## config.mk

```make
export PLATFORM = sky130hd
export DESIGN_NAME = train_cmd_seq
export DESIGN_NICKNAME = d
export VERILOG_FILES = /design/src/rtl/train_seq_pkg.sv /design/src/rtl/train_slot_regs.sv /design/src/rtl/train_seq_fsm.sv /design/src/rtl/train_cmd_drive.sv /design/src/rtl/train_cmd_seq.sv
export SDC_FILE = /design/constraint.sdc
export NUM_CORES = 1
export LEC_CHECK = 0
export ABC_AREA = 0
export BUFFER_PORTS_ARGS = -buffer_cell sky130_fd_sc_hd__buf_2
export CAP_MARGIN = 5
export CORE_ASPECT_RATIO = 1.2
export CORE_MARGIN = 2
export CORE_UTILIZATION = 55
export CTS_BUF_LIST = sky130_fd_sc_hd__clkbuf_16
export CTS_CLUSTER_SIZE = 20
export DETAILED_ROUTE_END_ITERATION = 8
export GPL_TIMING_DRIVEN = 0
export HOLD_SLACK_MARGIN = 0.06
export PLACE_DENSITY = 0.71
export SLEW_MARGIN = 0
export SYNTH_ARGS = -nofsm -noshare
export SYNTH_HDL_FRONTEND = slang
export SYNTH_SLANG_ARGS = --single-unit
```

## constraint.sdc

```tcl
create_clock -name clk -period 4.95 [get_ports clk]
set_input_delay 0.2475 -clock clk [delete_from_list [all_inputs] [get_ports clk]]
set_output_delay 0.2475 -clock clk [all_outputs]
set_load 0.05 [all_outputs]
```

## src/rtl/train_seq_pkg.sv

```systemverilog
package train_seq_pkg;
  parameter int NUM_SLOTS = 4;
  parameter int ADDR_W    = 16;
  parameter int ROW_W     = 3;
  parameter int BANK_W    = 3;
  parameter int RANK_W    = 2;
  parameter int CNT_W     = 8;
  parameter int GAP_W     = 8;
  parameter int WAIT_W    = 16;
  parameter int DATA_W    = 16;

  localparam int SLOT_W  = $clog2(NUM_SLOTS);
  localparam int FIELD_W = 3;
  localparam int TMR_W   = (GAP_W > WAIT_W) ? GAP_W : WAIT_W;

  localparam logic [1:0] CMD_NOP  = 2'b00;
  localparam logic [1:0] DIR_NONE = 2'b00;

  typedef enum logic [FIELD_W-1:0] {
    FLD_CTRL  = 3'd0,
    FLD_COUNT = 3'd1,
    FLD_GAP   = 3'd2,
    FLD_WAIT  = 3'd3,
    FLD_DIR   = 3'd4,
    FLD_ADDR  = 3'd5,
    FLD_ROW   = 3'd6,
    FLD_TGT   = 3'd7
  } field_e;

  typedef enum logic [1:0] {
    ST_IDLE  = 2'd0,
    ST_ISSUE = 2'd1,
    ST_GAP   = 2'd2,
    ST_WAIT  = 2'd3
  } seq_state_e;

  typedef struct packed {
    logic [1:0]        cmd;
    logic              rsel;
    logic [CNT_W-1:0]  count;
    logic [GAP_W-1:0]  gap;
    logic [WAIT_W-1:0] post_wait;
    logic [1:0]        dir;
    logic [ADDR_W-1:0] addr;
    logic [ROW_W-1:0]  rowbits;
    logic [BANK_W-1:0] bank;
    logic [RANK_W-1:0] rank;
  } slot_t;
endpackage

```

## src/rtl/train_slot_regs.sv

```systemverilog
module train_slot_regs
  import train_seq_pkg::*;
(
  input  logic                clk,
  input  logic                rst,
  input  logic                wr_en,
  input  logic                lock,
  input  logic [SLOT_W-1:0]   wr_slot,
  input  logic [FIELD_W-1:0]  wr_field,
  input  logic [DATA_W-1:0]   wr_data,
  output slot_t               slots [NUM_SLOTS]
);
  // One register bank per slot; writes are dropped while the sequence runs.
  for (genvar s = 0; s < NUM_SLOTS; s++) begin : g_slot
    always_ff @(posedge clk) begin
      if (rst) begin
        slots[s] <= '0;
      end else if (wr_en && !lock && (wr_slot == SLOT_W'(s))) begin
        case (field_e'(wr_field))
          FLD_CTRL: begin
            slots[s].cmd  <= wr_data[1:0];
            slots[s].rsel <= wr_data[2];
          end
          FLD_COUNT: slots[s].count     <= wr_data[CNT_W-1:0];
          FLD_GAP:   slots[s].gap       <= wr_data[GAP_W-1:0];
          FLD_WAIT:  slots[s].post_wait <= wr_data[WAIT_W-1:0];
          FLD_DIR:   slots[s].dir       <= wr_data[1:0];
          FLD_ADDR:  slots[s].addr      <= wr_data[ADDR_W-1:0];
          FLD_ROW:   slots[s].rowbits   <= wr_data[ROW_W-1:0];
          FLD_TGT: begin
            slots[s].bank <= wr_data[BANK_W-1:0];
            slots[s].rank <= wr_data[BANK_W +: RANK_W];
          end
          default: ;
        endcase
      end
    end
  end
endmodule

```

## src/rtl/train_seq_fsm.sv

```systemverilog
module train_seq_fsm
  import train_seq_pkg::*;
(
  input  logic              clk,
  input  logic              rst,
  input  logic              start,
  input  slot_t             slots [NUM_SLOTS],
  output logic              emit,
  output logic [SLOT_W-1:0] emit_slot,
  output logic              finish,
  output logic              busy_q
);
  localparam logic [SLOT_W-1:0] LAST_SLOT = SLOT_W'(NUM_SLOTS - 1);

  seq_state_e        st_q, st_n;
  logic [SLOT_W-1:0] slot_q, slot_n, slot_nx;
  logic [CNT_W-1:0]  rep_q, rep_n;
  logic [TMR_W-1:0]  tmr_q, tmr_n;
  slot_t             cur, nxt, first;

  // Remaining repeats after the first issue; a count of 0 acts as 1.
  function automatic logic [CNT_W-1:0] extra_reps(input logic [CNT_W-1:0] c);
    return (c == '0) ? '0 : c - 1'b1;
  endfunction

  assign slot_nx = slot_q + 1'b1;
  assign cur     = slots[slot_q];
  assign nxt     = slots[slot_nx];
  assign first   = slots[0];

  always_comb begin
    st_n      = st_q;
    slot_n    = slot_q;
    rep_n     = rep_q;
    tmr_n     = tmr_q;
    emit      = 1'b0;
    emit_slot = slot_q;
    finish    = 1'b0;
    case (st_q)
      ST_IDLE: begin
        if (start) begin
          st_n      = ST_ISSUE;
          slot_n    = '0;
          emit      = 1'b1;
          emit_slot = '0;
          rep_n     = extra_reps(first.count);
        end
      end
      ST_ISSUE: begin
        if (rep_q != '0) begin
          if (cur.gap != '0) begin
            st_n  = ST_GAP;
            tmr_n = TMR_W'(cur.gap) - 1'b1;
          end else begin
            emit  = 1'b1;
            rep_n = rep_q - 1'b1;
          end
        end else if (cur.post_wait != '0) begin
          st_n  = ST_WAIT;
          tmr_n = TMR_W'(cur.post_wait) - 1'b1;
        end else if (slot_q == LAST_SLOT) begin
          st_n   = ST_IDLE;
          finish = 1'b1;
        end else begin
          slot_n    = slot_nx;
          emit      = 1'b1;
          emit_slot = slot_nx;
          rep_n     = extra_reps(nxt.count);
        end
      end
      ST_GAP: begin
        if (tmr_q != '0) begin
          tmr_n = tmr_q - 1'b1;
        end else begin
          st_n  = ST_ISSUE;
          emit  = 1'b1;
          rep_n = rep_q - 1'b1;
        end
      end
      ST_WAIT: begin
        if (tmr_q != '0) begin
          tmr_n = tmr_q - 1'b1;
        end else if (slot_q == LAST_SLOT) begin
          st_n   = ST_IDLE;
          finish = 1'b1;
        end else begin
          st_n      = ST_ISSUE;
          slot_n    = slot_nx;
          emit      = 1'b1;
          emit_slot = slot_nx;
          rep_n     = extra_reps(nxt.count);
        end
      end
      default: st_n = ST_IDLE;
    endcase
  end

  always_ff @(posedge clk) begin
    if (rst) begin
      st_q   <= ST_IDLE;
      slot_q <= '0;
      rep_q  <= '0;
      tmr_q  <= '0;
      busy_q <= 1'b0;
    end else begin
      st_q   <= st_n;
      slot_q <= slot_n;
      rep_q  <= rep_n;
      tmr_q  <= tmr_n;
      busy_q <= (st_n != ST_IDLE);
    end
  end
endmodule

```

## src/rtl/train_cmd_drive.sv

```systemverilog
module train_cmd_drive
  import train_seq_pkg::*;
(
  input  logic              clk,
  input  logic              rst,
  input  logic              emit,
  input  logic [SLOT_W-1:0] emit_slot,
  input  logic              finish,
  input  slot_t             slots [NUM_SLOTS],
  output logic              cmd_valid,
  output logic [1:0]        cmd_code,
  output logic              cmd_rank_sel,
  output logic [ADDR_W-1:0] cmd_addr,
  output logic [ROW_W-1:0]  cmd_rowbits,
  output logic [BANK_W-1:0] cmd_bank,
  output logic [RANK_W-1:0] cmd_rank,
  output logic [1:0]        data_dir,
  output logic              done
);
  slot_t sel;
  assign sel = slots[emit_slot];

  always_ff @(posedge clk) begin
    if (rst) begin
      cmd_valid    <= 1'b0;
      cmd_code     <= CMD_NOP;
      cmd_rank_sel <= 1'b0;
      cmd_addr     <= '0;
      cmd_rowbits  <= '0;
      cmd_bank     <= '0;
      cmd_rank     <= '0;
      data_dir     <= DIR_NONE;
      done         <= 1'b0;
    end else begin
      cmd_valid    <= emit;
      cmd_code     <= emit ? sel.cmd     : CMD_NOP;
      cmd_rank_sel <= emit && sel.rsel;
      cmd_addr     <= emit ? sel.addr    : '0;
      cmd_rowbits  <= emit ? sel.rowbits : '0;
      cmd_bank     <= emit ? sel.bank    : '0;
      cmd_rank     <= emit ? sel.rank    : '0;
      done         <= finish;
      if (finish)    data_dir <= DIR_NONE;
      else if (emit) data_dir <= sel.dir;
    end
  end
endmodule

```

## src/rtl/train_cmd_seq.sv

```systemverilog
module train_cmd_seq
  import train_seq_pkg::*;
(
  input  logic                clk,
  input  logic                rst,
  input  logic                start,
  input  logic                wr_en,
  input  logic [SLOT_W-1:0]   wr_slot,
  input  logic [FIELD_W-1:0]  wr_field,
  input  logic [DATA_W-1:0]   wr_data,
  output logic                busy,
  output logic                done,
  output logic                cmd_valid,
  output logic [1:0]          cmd_code,
  output logic                cmd_rank_sel,
  output logic [ADDR_W-1:0]   cmd_addr,
  output logic [ROW_W-1:0]    cmd_rowbits,
  output logic [BANK_W-1:0]   cmd_bank,
  output logic [RANK_W-1:0]   cmd_rank,
  output logic [1:0]          data_dir
);
  slot_t             slots [NUM_SLOTS];
  logic              emit, finish, busy_q;
  logic [SLOT_W-1:0] emit_slot;

  assign busy = busy_q;

  train_slot_regs u_regs (
    .clk      (clk),
    .rst      (rst),
    .wr_en    (wr_en),
    .lock     (busy_q),
    .wr_slot  (wr_slot),
    .wr_field (wr_field),
    .wr_data  (wr_data),
    .slots    (slots)
  );

  train_seq_fsm u_fsm (
    .clk       (clk),
    .rst       (rst),
    .start     (start),
    .slots     (slots),
    .emit      (emit),
    .emit_slot (emit_slot),
    .finish    (finish),
    .busy_q    (busy_q)
  );

  train_cmd_drive u_drive (
    .clk          (clk),
    .rst          (rst),
    .emit         (emit),
    .emit_slot    (emit_slot),
    .finish       (finish),
    .slots        (slots),
    .cmd_valid    (cmd_valid),
    .cmd_code     (cmd_code),
    .cmd_rank_sel (cmd_rank_sel),
    .cmd_addr     (cmd_addr),
    .cmd_rowbits  (cmd_rowbits),
    .cmd_bank     (cmd_bank),
    .cmd_rank     (cmd_rank),
    .data_dir     (data_dir),
    .done         (done)
  );
endmodule

```

Word level (Yosys, flattened, before mapping). Cells that the tools add are included.

Bits in registers: 304. Bits of input ports: 25. Output and inout bits: 32. Word-level logic and storage cells: 197.

$add $sub $neg: 7. Magnitude comparators: 3. Equal/unequal tests: 22. Mux-type cells: 52. Bitwise gates (word level): 4. Reductions and logical operators: 55.

Operator list (number): $bmux 61 s2 (3); $mux 61 (2); $mux 58 (2); $mux 50 (2); $mux 8 (9); $mux 16 (4); $reduce_and 2->1 (32); $pmux 16 s2 (1); $pmux 8 s4 (1); $reduce_bool 16->1 (2); $sub 16x1->16 const B (2); $mux 2 (12); $sub 8x1->8 const B (3); $logic_not 8->1 (2); $reduce_bool 8->1 (2); $eq 3x3->1 const B (4); $mux 1 (12); $eq 2x2->1 const B (5); $ge 3x3->1 const B (3); $not 2->3 (3); $sub 8x1->9 const B (1); $pmux 2 s4 (1); $eq 3x2->1 const B (2); $logic_and 1x1->1 (6); 19 further kinds (27).

Logic depth before layout (Yosys ltp).
Depth in word-level cells: 13. Mapped depth: 17. Mapped depth without buffers: 12.

Modules after synthesis. A second synthesis with hierarchy kept.

Cell total of the unflattened synthesis: 1395. Area total of the unflattened synthesis: 14620.3 um^2.

Modules (own cells, without submodules): train_slot_regs (times used 1, cells an instance 864, area an instance 9564.2 um^2, sequential area each 4884.7 um^2); train_seq_fsm (times used 1, cells an instance 428, area an instance 3490.8 um^2, sequential area each 580.6 um^2); train_cmd_drive (times used 1, cells an instance 103, area an instance 1565.3 um^2, sequential area each 620.6 um^2).

Worst setup path after synthesis. No wires, ideal clock.

Kind: flip-flop to flip-flop. From: register u_fsm.slot_q[1]. To: register u_drive.cmd_addr[10]. Library setup time: 0.126 ns. Data arrival time: 4.235 ns. Required time: 4.824 ns. Setup slack: 0.589 ns. Stages on the path, launching flop included: 17. Path buffers: 5. Period minus slack after synthesis: 4.361 ns. Path through: dfxtp_1 clkbuf_1 clkbuf_1 buf_1 mux4_2 inv_1 ha_1 nand2_1 or3_1 a211oi_2 nand4_2 a21o_1 mux2i_2 buf_6 buf_4 mux2i_1 o22ai_2.

Cells in the longest elaborated chain, start to end: 12. Elaborated cells on any way between the ends: 26. Those cells by class: add/sub (1); eq/ne (1); mux (18); bitwise (3); reduce/logical (3).

RTL lines: start, declared (RTL line train_seq_fsm.sv:16) `logic [SLOT_W-1:0] slot_q, slot_n, slot_nx;`; start signal, assigned (RTL line train_seq_fsm.sv:107) `slot_q <= slot_n;`; $not 2->3 (implied by the code) (RTL line train_seq_fsm.sv:27) `assign cur = slots[slot_q];`; $bmux 61 s2 (RTL line train_seq_fsm.sv:27); $mux 50 (implied by the code) (2 in a row) (RTL line train_seq_fsm.sv:27); $reduce_bool 16->1 (RTL line train_seq_fsm.sv:58) `end else if (cur.post_wait != '0) begin`; $mux 2 (2 in a row); $pmux 2 s3; $not 2->3 (implied by the code) (RTL line train_cmd_drive.sv:21) `assign sel = slots[emit_slot];`; $bmux 61 s2 (RTL line train_cmd_drive.sv:21); $mux 61 (implied by the code) (2 in a row) (RTL line train_cmd_drive.sv:21); end signal, assigned (RTL line train_cmd_drive.sv:38) `cmd_addr <= emit ? sel.addr : '0;`; end, declared (RTL line train_cmd_drive.sv:13) `output logic [ADDR_W-1:0] cmd_addr,`.

Parallel ways exist; a longest one is shown, timed or not. The select of a mux whose other input is x is not followed. A chain may end at the register's enable or synchronous reset.

Final worst setup path.
From: register u_fsm.slot_q[1]. To: register u_drive.cmd_addr[5].

Same word-level chain as after synthesis.

==> results.sh <==
export IMPL_wl_per_cell_um=19.84
export IMPL_slowest_stage="a211oi_4"
export IMPL_required_ps=5410
export IMPL_core_area_um2=24830
export IMPL_critPathLaunch="u_fsm.slot_q[1]$_SDFF_PP0_"
export IMPL_p_leak_nw=5.285
export IMPL_power_share_clock_pct=32.8
export IMPL_track_usage_pct=31.15
export IMPL_intPower_mw=4.518
export IMPL_seqCellArea_um2=6086
export IMPL_drt_iter0_drc=995
export IMPL_rsz0062_at_grt="no"
export IMPL_grt_overflow=0
export IMPL_ys_top_cells_by_count="391 x nand2_1, 304 x dfxtp_1, 242 x a21oi_1, 110 x nor2_1, 105 x mux2i_1"
export IMPL_synth_compound_area_share_pct=14.90
export IMPL_yosysMostFrequentCell="nand2_1"
export IMPL_synth_warning_count=0
export IMPL_crit_path_start_kind="register"
export IMPL_cts_tree="done"
export IMPL_cts_root_buf="clkbuf_16"
export IMPL_layout_drive_gt1_share_pct=9.347
export IMPL_synth_seq_cells=304
export IMPL_grt_pass1_vias=12180
export IMPL_critPathMaxFanout=19
export IMPL_std_cell_rows=63
export IMPL_layout_min_cycle_time_ps=4719
export IMPL_h_tree_depth=1
export IMPL_dieHeight_um=178.5
export IMPL_design_area_um2=15610
export IMPL_seqPwrFrac_pct=38.8
export IMPL_nFillCells=2189
export IMPL_dr_pass1_iters=5
export IMPL_via_per_inst=6.014
export IMPL_fmax_ghz=0.2119
export IMPL_synth_fa_ha_area_share_pct=1.165
export IMPL_r2r_cells=14
export IMPL_pin_count=57
export IMPL_async_flop_share_pct=0
export IMPL_critical_path_cell_chain="clkbuf_2 > clkbuf_4 > mux4_2 > inv_1 > ha_1 > nand2_1 > or3_1 > a211oi_4 > nand3_1 > o41a_1 > nor2_2 > nand2_2 > buf_2 > o22ai_1"
export IMPL_numPortBuffers=37
export IMPL_die_area_um2=26670
export IMPL_ff2ff_setup_slack_ps=230
export IMPL_ys_types=73
export IMPL_worst_pin_slew_ps=1092
export IMPL_die_w_um=149.4
export IMPL_clkTransAtPathRegs_ps=60
export IMPL_nets=1790
export IMPL_avgSynthCellArea_um2=8.328
export IMPL_status="complete, no violations"
export IMPL_regToRegStartpoint="u_fsm.slot_q[1]$_SDFF_PP0_"
export IMPL_final_hold_viol_count=0
export IMPL_syn_inst=1676
export IMPL_cts_made_buffers=31
export IMPL_drcViolationCount=0
export IMPL_grt_pass1_wl_um=65170
export IMPL_synthToLayoutAreaGrowth_pct=11.85
export IMPL_final_util_pct=62.88
export IMPL_start_util_pct=56.22
export IMPL_critPathMaxStageDelay_ps=470
export IMPL_clock_sinks=304
export IMPL_cts_buffer_depth=3
export IMPL_dp_hpwl_um=29000
export IMPL_reg2reg_to="u_drive.cmd_addr[5]$_SDFF_PP0_"
export IMPL_ir_worst_vdd_mv=0.3761
export IMPL_gp_congestion=0.9089
export IMPL_yosys_area_share_simple_pct=20.72
export IMPL_postCtsSetupRepairBufs=0
export IMPL_synth_edf_count=0
export IMPL_switching_share_pct=34.82
export IMPL_setup_slack_ps=231.0
export IMPL_synth_xor_area_share_pct=2.071
export IMPL_skew_ps=13.81
export IMPL_critical_path_endpoint_type="register"
export IMPL_synth_ff_type="dfxtp_1"
export IMPL_dpl_worst_slack_ps=-840.3
export IMPL_p_switching_mw=2.414
export IMPL_worstSetupPathType="register to register"
export IMPL_synthMuxAreaShare_pct=12.98
export IMPL_power_mw=6.931
export IMPL_slew_headroom_pct=26.20
export IMPL_hp_class="primary input to register"
export IMPL_drt_total_wl_um=41700
export IMPL_num_vias=12640
export IMPL_ys_seq_area_share_pct=43.60
export IMPL_placed_area_um2=14550
export IMPL_yosys_area_top_type="dfxtp_1"
export IMPL_maxSlewViolCount=0
export IMPL_ant_nets=0
export IMPL_critical_path_arrival_ps=5180
export IMPL_drv_cap=0
export IMPL_power_density_nw_per_um2=444.0
export IMPL_p_comb_share_pct=28.3
export IMPL_grt_max_degree=20
export IMPL_netlist_area_um2=13960
export IMPL_insertion_delay_ps=560
export IMPL_setup_viol=0
export IMPL_fin_crit_sh_pct=95.33
export IMPL_multi_input_area_um2=7242
export IMPL_synth_top_area_share_pct=43.60
export IMPL_synth_area_top_cells="dfxtp_1 44%, nand2_1 11%, a21oi_1 8.7%, mux2i_1 7.5%, mux4_2 5.0%"
export IMPL_syn_nets=1714
export IMPL_hold_depth=3
export IMPL_crit_path_end="u_drive.cmd_addr[5]$_SDFF_PP0_"
export IMPL_antenna_found_initial=0
export IMPL_synth_top_family_by_area="simple AND/OR/NAND/NOR gates"
==> flip-flops by register name, summed over array words and instances (netlist names) <==
signal,cells
u_fsm.slot_q,2
u_fsm.busy_q,1
u_drive.cmd_rowbits,3
u_drive.cmd_bank,3
u_drive.done,1
u_drive.cmd_code,2
u_fsm.rep_q,8
u_drive.cmd_addr,16
u_regs.slots,244
u_drive.cmd_valid,1
u_drive.cmd_rank_sel,1
u_fsm.st_q,2
u_drive.cmd_rank,2
u_fsm.tmr_q,16
u_drive.data_dir,2
==> area by class of cell <==
type                            count  area share, %
Timing Repair Buffer               46          1.731
Sequential cell                   304          38.98
Clock buffer                       31          4.969
Buffer                            123          3.414
Clock inverter                     26          1.298
Inverter                           25         0.6011
Multi-Input combinational cell   1221          46.39
Antenna cell                        1        0.01603
Tap cell                          325          2.605
==> worst min-delay path by stage <==
stage                                         startpoint                        endpoint  slack (ps)
after floorplan                               wr_data[1]  u_regs.slots[104]$_SDFFE_PP0P_         390
after global placement    u_regs.slots[111]$_SDFFE_PP0P_  u_regs.slots[111]$_SDFFE_PP0P_         440
after detailed placement   u_regs.slots[26]$_SDFFE_PP0P_   u_regs.slots[26]$_SDFFE_PP0P_         440
after CTS                                     wr_data[7]  u_regs.slots[118]$_SDFFE_PP0P_          70
after global routing                          wr_data[8]  u_regs.slots[138]$_SDFFE_PP0P_          90
final                                         wr_data[8]  u_regs.slots[138]$_SDFFE_PP0P_          80
==> cell usage in the layout (no fill, tap or decap), types with 13 or more instances in the layout <==
| master | n |
|---|---|
| a21oi_1 | 242 |
| buf_2 | 44 |
| clkbuf_1 | 95 |
| clkbuf_16 | 31 |
| dfxtp_1 | 304 |
| ha_1 | 13 |
| inv_1 | 29 |
| mux2i_1 | 105 |
| mux4_2 | 31 |
| nand2_1 | 391 |
| nand3_1 | 81 |
| nor2_1 | 110 |
| nor3_1 | 17 |
| o21ai_0 | 31 |
| o22ai_1 | 29 |
| xnor2_1 | 15 |
| xor2_1 | 18 |
==> layer usage <==
layer	part of all wire [%]	wire [um]	vias to the layer above	global-route usage [%]
met4	4.1	1711	0	13.85
met5	0	0	-	0
met1	42	17350	5981	40.77
met2	47	19580	560	51.78
met3	7.3	3059	128	3.708
li1	-	-	5972	-
==> metrics by stage <==
| step | instances | TNS (ps) | hold WS [ps] |
|---|---|---|---|
| 6_report | 2102 | 0 | 82.16 |
| 2_1_floorplan | 1676 | 0 | 395.0 |
| 5_1_grt | 2101 | 0 | 85.09 |
| 3_5_place_dp | 2038 | -29500 | 443.7 |
| 3_3_place_gp | 2038 | -31420 | 439.7 |
| 4_1_cts | 2101 | 0 | 71.50 |
==> kinds of logic (layout without fill, tap and decap cells) <==
| logic type | Yosys count | in the layout |
|---|---|---|
| AND/OR/NAND/NOR | 671 | 671 |
| AO/OA/AOI/OAI | 363 | 363 |
| flip-flops | 304 | 304 |
| buffers and inverters | 151 | 251 |
| multiplexers | 141 | 141 |
| XOR/XNOR | 33 | 33 |
| adder cells (fa/ha/maj) | 13 | 13 |
| other | 0 | 1 |
==> critical path: cells and delay by family (launching register included) <==
kind	cells	cell delay [ps]
adders and majority gates	1	200
buffers and inverters	4	1110
AOI/OAI and AO/OA	3	1080
DFF	1	330
and+or+nand+nor	5	1470
muxes	1	410
==> repair_timing <==
action                                  in CTS  in global routing
hold endpoints to repair                    46                  0
pin swaps                                    0                  0
endpoints found under the setup margin      58                 28
hold buffers                                 8                  0
gates resized for setup                      3                  2
==> power groups by stage <==
| stage | Sequential (mW) | Clock (mW) | Combinational (mW) |
|---|---|---|---|
| 5_1_grt | 2.71 | 2.38 | 2.12 |
| 3_5_place_dp | 2.74 | 0 | 1.91 |
| 2_1_floorplan | 2.74 | 0 | 1.40 |
| 3_3_place_gp | 2.73 | 0 | 1.90 |
| 6_report | 2.69 | 2.28 | 1.96 |
| 4_1_cts | 2.69 | 2.29 | 1.93 |
No activity file was read; power rests on OpenSTA's default activity.
